<file path="config.mk">
export PLATFORM = sky130hd
export DESIGN_NAME = pm_mode_ctrl
export DESIGN_NICKNAME = d
export VERILOG_FILES = /design/src/rtl/pm_pkg.sv /design/src/rtl/pm_word_fields.sv /design/src/rtl/pm_mode_fsm.sv /design/src/rtl/pm_priv_check.sv /design/src/rtl/pm_fetch_sel.sv /design/src/rtl/pm_mode_ctrl.sv
export SDC_FILE = /design/constraint.sdc
export NUM_CORES = 1
export LEC_CHECK = 0
export BUFFER_PORTS_ARGS = -buffer_cell sky130_fd_sc_hd__buf_2
export CORE_AREA = 2 2 39 41
export DETAILED_ROUTE_END_ITERATION = 12
export DIE_AREA = 0 0 41 43
export GPL_TIMING_DRIVEN = 1
export PLACE_DENSITY = 0.63
export REMOVE_ABC_BUFFERS = 1
export SYNTH_ARGS = -nofsm -noshare
export SYNTH_HDL_FRONTEND = slang
export SYNTH_SLANG_ARGS = --single-unit
</file>
<file path="constraint.sdc">
create_clock -name clk -period 0.9 [get_ports clk]
set_input_delay 0.18 -clock clk [delete_from_list [all_inputs] [get_ports clk]]
set_output_delay 0.18 -clock clk [all_outputs]
set_load 0.05 [all_outputs]
</file>
<file path="src/rtl/pm_pkg.sv">
package pm_pkg;

  typedef enum logic [1:0] {
    MODE_SLAVE  = 2'b00,
    MODE_MASTER = 2'b01,
    MODE_ABS    = 2'b10
  } mode_e;

  // Decoded per-cycle instruction controls after field extraction.
  typedef struct packed {
    logic valid;
    logic priv;
    logic xfer;
    logic inhibit_req;
    logic append_sel;
  } instr_ctl_t;

endpackage

</file>
<file path="src/rtl/pm_word_fields.sv">
module pm_word_fields #(
  parameter int WORD_W  = 36,
  parameter int INH_BIT = 28,
  parameter int APP_BIT = 29,
  parameter bit MSB0    = 1'b1
) (
  input  logic [WORD_W-1:0] word,
  output logic              inhibit_req,
  output logic              append_sel
);

  // Convert the architectural bit number to a vector index.
  localparam int INH_IDX = MSB0 ? (WORD_W - 1 - INH_BIT) : INH_BIT;
  localparam int APP_IDX = MSB0 ? (WORD_W - 1 - APP_BIT) : APP_BIT;

  generate
    if (INH_IDX < 0 || INH_IDX >= WORD_W || APP_IDX < 0 || APP_IDX >= WORD_W) begin : g_bad
      assign inhibit_req = 1'b0;
      assign append_sel  = 1'b0;
    end else begin : g_ok
      assign inhibit_req = word[INH_IDX];
      assign append_sel  = word[APP_IDX];
    end
  endgenerate

endmodule

</file>
<file path="src/rtl/pm_mode_fsm.sv">
module pm_mode_fsm
  import pm_pkg::*;
(
  input  logic       clk,
  input  logic       rst_n,
  input  instr_ctl_t ctl,
  input  logic       entry_req,
  input  logic       priv_master,
  output mode_e      mode_q
);

  mode_e mode_d;
  logic  leave_abs;
  logic  mode_en;

  // Exit from Absolute needs a transfer whose operand was appended.
  always_comb begin
    leave_abs = (mode_q == MODE_ABS) && ctl.valid && ctl.xfer && ctl.append_sel;
  end

  always_comb begin
    mode_d = mode_q;
    if (entry_req) begin
      mode_d = MODE_ABS;
    end else if (leave_abs) begin
      mode_d = priv_master ? MODE_MASTER : MODE_SLAVE;
    end
  end

  assign mode_en = entry_req || leave_abs;

  always_ff @(posedge clk or negedge rst_n) begin
    if (!rst_n) begin
      mode_q <= MODE_ABS;
    end else if (mode_en) begin
      mode_q <= mode_d;
    end
  end

  assert_entry_forces_abs_R7: assert property (@(posedge clk) disable iff (!rst_n)
    entry_req |=> (mode_q == MODE_ABS));

  assert_exit_to_master_R8: assert property (@(posedge clk) disable iff (!rst_n)
    ((mode_q == MODE_ABS) && ctl.valid && ctl.xfer && ctl.append_sel && !entry_req && priv_master)
      |=> (mode_q == MODE_MASTER));

  assert_exit_to_slave_R8: assert property (@(posedge clk) disable iff (!rst_n)
    ((mode_q == MODE_ABS) && ctl.valid && ctl.xfer && ctl.append_sel && !entry_req && !priv_master)
      |=> (mode_q == MODE_SLAVE));

  assert_entry_beats_xfer_R9: assert property (@(posedge clk) disable iff (!rst_n)
    (entry_req && ctl.valid && ctl.xfer && ctl.append_sel) |=> (mode_q == MODE_ABS));

  assert_user_modes_hold_R10: assert property (@(posedge clk) disable iff (!rst_n)
    ((mode_q != MODE_ABS) && !entry_req) |=> $stable(mode_q));

endmodule

</file>
<file path="src/rtl/pm_priv_check.sv">
module pm_priv_check
  import pm_pkg::*;
(
  input  logic       clk,
  input  logic       rst_n,
  input  instr_ctl_t ctl,
  input  mode_e      mode_q,
  output logic       exec_allow,
  output logic       fault_q,
  output logic       inhibit_q
);

  logic is_slave;
  logic reject;
  logic fault_d;
  logic inhibit_d;
  logic inhibit_en;

  always_comb begin
    is_slave   = (mode_q == MODE_SLAVE);
    reject     = ctl.valid && is_slave && (ctl.priv || ctl.inhibit_req);
    exec_allow = ctl.valid && !reject;
  end

  always_comb begin
    fault_d    = reject;
    inhibit_en = ctl.valid;
    inhibit_d  = ctl.inhibit_req && !is_slave;
  end

  always_ff @(posedge clk or negedge rst_n) begin
    if (!rst_n) begin
      fault_q <= 1'b0;
    end else begin
      fault_q <= fault_d;
    end
  end

  always_ff @(posedge clk or negedge rst_n) begin
    if (!rst_n) begin
      inhibit_q <= 1'b0;
    end else if (inhibit_en) begin
      inhibit_q <= inhibit_d;
    end
  end

  assert_slave_priv_fault_R4: assert property (@(posedge clk) disable iff (!rst_n)
    (ctl.valid && (mode_q == MODE_SLAVE) && ctl.priv) |=> fault_q);

  assert_slave_inhibit_fault_R5: assert property (@(posedge clk) disable iff (!rst_n)
    (ctl.valid && (mode_q == MODE_SLAVE) && ctl.inhibit_req) |=> (fault_q && !inhibit_q));

  assert_inhibit_honoured_R6: assert property (@(posedge clk) disable iff (!rst_n)
    (ctl.valid && (mode_q != MODE_SLAVE)) |=> (inhibit_q == $past(ctl.inhibit_req)));

  assert_inhibit_holds_R6: assert property (@(posedge clk) disable iff (!rst_n)
    !ctl.valid |=> $stable(inhibit_q));

  assert_fault_single_R11: assert property (@(posedge clk) disable iff (!rst_n)
    (!ctl.valid || (mode_q != MODE_SLAVE)) |=> !fault_q);

endmodule

</file>
<file path="src/rtl/pm_fetch_sel.sv">
module pm_fetch_sel
  import pm_pkg::*;
(
  input  mode_e mode_q,
  input  logic  append_sel,
  output logic  ifetch_append,
  output logic  opfetch_append
);

  always_comb begin
    unique case (mode_q)
      MODE_SLAVE, MODE_MASTER: begin
        ifetch_append  = 1'b1;
        opfetch_append = 1'b1;
      end
      MODE_ABS: begin
        ifetch_append  = 1'b0;
        opfetch_append = append_sel;
      end
      default: begin
        ifetch_append  = 1'b0;
        opfetch_append = 1'b0;
      end
    endcase
  end

endmodule

</file>
<file path="src/rtl/pm_mode_ctrl.sv">
module pm_mode_ctrl
  import pm_pkg::*;
#(
  parameter int WORD_W  = 36,
  parameter int INH_BIT = 28,
  parameter int APP_BIT = 29
) (
  input  logic              clk,
  input  logic              rst_n,
  input  logic              instr_valid,
  input  logic              instr_priv,
  input  logic              instr_xfer,
  input  logic [WORD_W-1:0] instr_word,
  input  logic              fault_entry,
  input  logic              intr_entry,
  input  logic              priv_master,
  output logic [1:0]        mode,
  output logic              exec_allow,
  output logic              ill_fault,
  output logic              intr_inhibit,
  output logic              ifetch_append,
  output logic              opfetch_append
);

  instr_ctl_t ctl;
  mode_e      mode_q;
  logic       inh_bit;
  logic       app_bit;
  logic       entry_req;
  logic       unused_word_bits;

  assign unused_word_bits = ^instr_word;

  pm_word_fields #(
    .WORD_W  (WORD_W),
    .INH_BIT (INH_BIT),
    .APP_BIT (APP_BIT),
    .MSB0    (1'b1)
  ) u_fields (
    .word        (instr_word),
    .inhibit_req (inh_bit),
    .append_sel  (app_bit)
  );

  always_comb begin
    ctl.valid       = instr_valid;
    ctl.priv        = instr_priv;
    ctl.xfer        = instr_xfer;
    ctl.inhibit_req = inh_bit;
    ctl.append_sel  = app_bit;
    entry_req       = fault_entry || intr_entry;
  end

  pm_mode_fsm u_fsm (
    .clk         (clk),
    .rst_n       (rst_n),
    .ctl         (ctl),
    .entry_req   (entry_req),
    .priv_master (priv_master),
    .mode_q      (mode_q)
  );

  pm_priv_check u_priv (
    .clk        (clk),
    .rst_n      (rst_n),
    .ctl        (ctl),
    .mode_q     (mode_q),
    .exec_allow (exec_allow),
    .fault_q    (ill_fault),
    .inhibit_q  (intr_inhibit)
  );

  pm_fetch_sel u_fetch (
    .mode_q         (mode_q),
    .append_sel     (app_bit),
    .ifetch_append  (ifetch_append),
    .opfetch_append (opfetch_append)
  );

  assign mode = mode_q;

  assert_ifetch_path_R2: assert property (@(posedge clk) disable iff (!rst_n)
    (mode != 2'b10) == ifetch_append);

  assert_opfetch_path_R3: assert property (@(posedge clk) disable iff (!rst_n)
    (mode == 2'b10) |-> (opfetch_append == instr_word[WORD_W-1-APP_BIT]));

  assert_legal_mode_R1: assert property (@(posedge clk) disable iff (!rst_n)
    mode != 2'b11);

endmodule

</file>
Word-level counts from Yosys, hierarchy flattened
Cells that the tools add are included.
- register bits after elaboration: 4
- output and inout bits: 7
- word-level logic and storage cells: 26
- equal/unequal tests: 2
- multiplexer cells: 5
- reductions and logical operators: 16
- operators by type and width (cell ; number):
    logical AND 1 bit ; 7
    two-way mux 2 bit ; 2
    logical OR 1 bit ; 3
    equality test 2 x 1 -> 1 bit, second input constant ; 1
    equality test 2 bit, second input constant ; 1
    zero test 1 bit ; 2
    zero test 2 bit ; 1
    two-way mux 1 bit ; 2
    one-hot mux 1 bit (2 select lines) ; 1
    AND reduction 2 bit ; 1
    nonzero test 2 bit ; 1
    OR reduction 2 bit ; 1

Longest topological paths before layout
- word-level depth: 6
- gate-level depth with buffers: 2
- depth with buffers taken out: 2

Cells and area by module
Synthesis repeated with hierarchy kept, for this count alone.
- cell total of the unflattened synthesis: 23
- area, all modules: 215.2 um^2
- by module, submodules not included (module ; times used ; cells each ; area each (um^2) ; sequential area each (um^2)):
    pm_mode_fsm ; 1 ; 8 ; 88.8 ; 51.3
    pm_priv_check ; 1 ; 9 ; 88.8 ; 50.0
    pm_fetch_sel ; 1 ; 3 ; 16.3 ; 0.0
    pm_word_fields ; 1 ; 2 ; 15.0 ; 0.0
    pm_mode_ctrl ; 1 ; 1 ; 6.3 ; 0.0

Worst setup path before layout
OpenSTA, ideal clock, no wires.
- path kind: register to output
- start: register u_fsm.mode_q[0]
- end: output opfetch_append
- arrival: 1.756 ns
- data required time: 0.720 ns
- slack: -1.036 ns
- cell stages (with the launch flop): 2
- buffers on the path: 0
- path through: dfrtp_1 > o21ai_0
- longest elaborated chain between the ends: 3
- elaborated cells between the ends (all ways): 5
- those cells by class: 2 x eq/ne; 1 x mux; 2 x reduce/logical
- RTL lines (item ; line ; RTL):
    start: declaration ; pm_mode_fsm.sv:9 ; output mode_e mode_q
    start signal: assignment ; pm_mode_fsm.sv:36 ; mode_q <= mode_d;
    equality test 2 x 1 -> 1 bit or zero test 2 bit (tied branches) ; pm_fetch_sel.sv:11 ; unique case (mode_q)
    OR reduction 2 bit ; pm_fetch_sel.sv:11 ;
    one-hot mux 1 bit (2 select lines) * ; pm_fetch_sel.sv:11 ;
    end: declaration ; pm_mode_ctrl.sv:22 ; output logic opfetch_append
Mark *: on every way between the ends. The rest lies on a longest branch, timed or not.

Final worst setup path
- start: register u_fsm.mode_q[1]
- end: output exec_allow
- longest elaborated chain between the ends: 5
- RTL lines (item ; line ; RTL):
    zero test 2 bit ; pm_priv_check.sv:20 ; is_slave = (mode_q == MODE_SLAVE);
    logical AND 1 bit (2 in a row) ; pm_priv_check.sv:21 ; reject = ctl.valid && is_slave && (ctl.priv || ctl.inhibit_req);
    zero test 1 bit ; pm_priv_check.sv:22 ; exec_allow = ctl.valid && !reject;
    logical AND 1 bit ; pm_priv_check.sv:22 ;
    end: declaration ; pm_mode_ctrl.sv:18 ; output logic exec_allow,
No other way between the ends.

==> results.cfg <==
[die]
fp.coreArea_um2 = 1384
die_w_um = 41
die-area_um2 = 1763
fp.dieH_um = 43
start_util_pct = 14.47
pin_count = 51
num_rows = 14

[status]
violations = setup timing
outcome = complete, but fails checks

[route]
detail_route.wl_per_cell_um = 10.03
drt-initial-drc-count = 6
vias_per_cell = 4.000
vias = 240
wl_um = 602
antenna_left = 0
drcViolationCount = 0
dr.pass1.iters = 4

[worst_setup_path]
end_kind = output pin
arrival_ns = 1.13
path_max_fanout = 7
crit_slowest_cell = dfstp_2
worst-setup-path-type = flip-flop to output pin
crit_buf_inv = 1
crit_family = flip-flops
worstSetupStartpointType = flip-flop
crit_path_cell_trace = o31a_2 > buf_8
slowest_delay_ns = 0.58
required_ns = 0.72

[place]
gp_congestion = 0.7043
portBuffers = 16
pre_cts_slack_ns = -0.2404

[yosys]
synth_area_um2 = 200.2
syn_avg_cell_area_um2 = 10.54
synth_seq_cells = 4
yosysUniqueCellTypes = 13
seq_area_frac_synth_pct = 50.63
netlist_instances = 19
synth_warnings = 0

[global_route]
grt_pass1_wl_um = 869
grt_antenna_before_repair = 0
grt_pass1_vias = 226
groute.usage.overall_pct = 8.350
overflow = 0
grt_max_degree = 8

[sta]
tightest_slew_ns = 0.2248
clock.fmax_mhz = 761.7
setup_ws_ns = -0.4128
period_share_pct = 145.9
fin_skew_ns = 0.003456
setup-violations-final = 11
slew_violations = 0
rsz0062_at_grt = true
relSlewSlack_pct = 84.85
period_minus_slack_ns = 1.313
hold_viol_final = 0
fin_tns_setup_ns = -2.301

[clocking]
clk_pin_slew_ns = 0.04
cts_htree_levels = 1
cts_tree = built
cts.path.max_buffers = 2
clk_latency_ns = 0.24
cts_sinks = 4
cts_root_buffer = clkbuf_4
cts_buffers = 3

[final_layout]
diodes = 0
fillers = 159
multi_input_area_um2 = 90.09
final_cell_mix = buf_2 (10), buf_6 (4), buf_4 (4)
drive_gt1_share_pct = 63.64
mostFrequentLayoutCell = buf_2
area_delta_synth_final_pct = 106.9
seqCellArea_um2 = 101.3
fin_nets = 89

[pwr]
leakagePower_nw = 0.2181
ir_drop_mv = 0.4729
p_per_area_nw_per_um2 = 1411

[job]
max_cap_viol_count = 0

[hold_path]
hold_class = primary input to flip-flop
-- area by class of cell --
type / instances / area share, %
repair buffers: 21 / 39.88
flip-flops and latches: 4 / 24.47
multi-input cells: 12 / 21.75
clock buffers: 4 / 6.344
well taps: 16 / 4.834
inverters: 3 / 2.719
-- routing by layer --
layer	routed length, µm	up-vias	global-route usage (%)
met5	0	-	0
met4	39	0	12.00
met3	87	4	4.188
met2	246	20	9.375
met1	228	98	8.738
li1	-	118	-
-- worst reg2reg max path, delay by kind of cell, from the launching register on --
| family | cells | cell delay, ns |
|---|---|---|
| DFF | 1 | 0.41 |
| AOI/OAI and AO/OA | 1 | 0.33 |
| and+or+nand+nor | 1 | 0.25 |
-- logic make-up (layout without fill, tap and decap cells) --
kind of cell | Yosys count | after routing | synth area share, %
AOI/OAI and AO/OA | 5 | 5 | 23.13
buffers and inverters | 3 | 28 | 5.625
DFF | 4 | 4 | 50.63
and+or+nand+nor | 7 | 7 | 20.63
-- flip-flops by register name, summed over array words and instances (netlist names) --
signal            flops
u_fsm.mode_q          2
u_priv.fault_q        1
u_priv.inhibit_q      1
-- cells in the mapped netlist --
cell      number  area (µm²)
nand4b_1       1       8.760
inv_1          3       11.26
o22ai_1        1       6.260
a211o_1        1       8.760
dfstp_2        1       26.28
dfrtp_1        3       75.07
nor2_1         2       7.510
and3b_1        1       8.760
o21ai_0        1       5.000
o31a_2         1       10.01
nand2_1        2       7.510
o41ai_2        1       16.27
or3b_1         1       8.760
-- power by group --
group / switching [mW] / internal [mW] / total, mW
Sequential: 0.00558 / 0.188 / 0.194
Clock: 0.0854 / 0.167 / 0.252
Combinational: 0.0801 / 0.0582 / 0.138
Total: 0.171 / 0.413 / 0.584
-- path summary, 6_finish.rpt --
kind	start	endpoint	slack, ns	cells past startpoint
setup / recovery	u_fsm.mode_q[1]	exec_allow	-0.41	2
setup reg to reg	u_fsm.mode_q[0]	u_fsm.mode_q[1]	-0.16	2
hold / removal	intr_entry	u_fsm.mode_q[0]	0.16	2
max in group asynchronous	rst_n	u_fsm.mode_q[1]	0.42	2
hold reg to reg	u_priv.inhibit_q	u_priv.inhibit_q	0.54	2
min in group asynchronous	rst_n	u_priv.fault_q	0.27	2
-- per-stage QoR --
step                      cells  util (%)  hold slack, ns  area (µm²)  power (mW)
after floorplan              19         -         -0.1156       200.2      0.2608
after CTS                    59     29.48          0.1555       407.9      0.5907
final                        60     29.93          0.1616       414.1      0.5845
after global routing         60     29.93          0.1535       414.1      0.6199
after global placement       53     22.78       -0.009764       315.3      0.3088
after detailed placement     53     22.78        -0.01093       315.3      0.3096
-- timing repair --
action / 4_1_cts / 5_1_grt
hold buffers: 1 / 0
buffers inserted: 1 / 3
pin swaps: 2 / 3
hold endpoints to repair: 4 / 0
setup endpoints to repair: 10 / 11
resized for setup: 15 / 3
No activity file was read; power rests on OpenSTA's default activity.
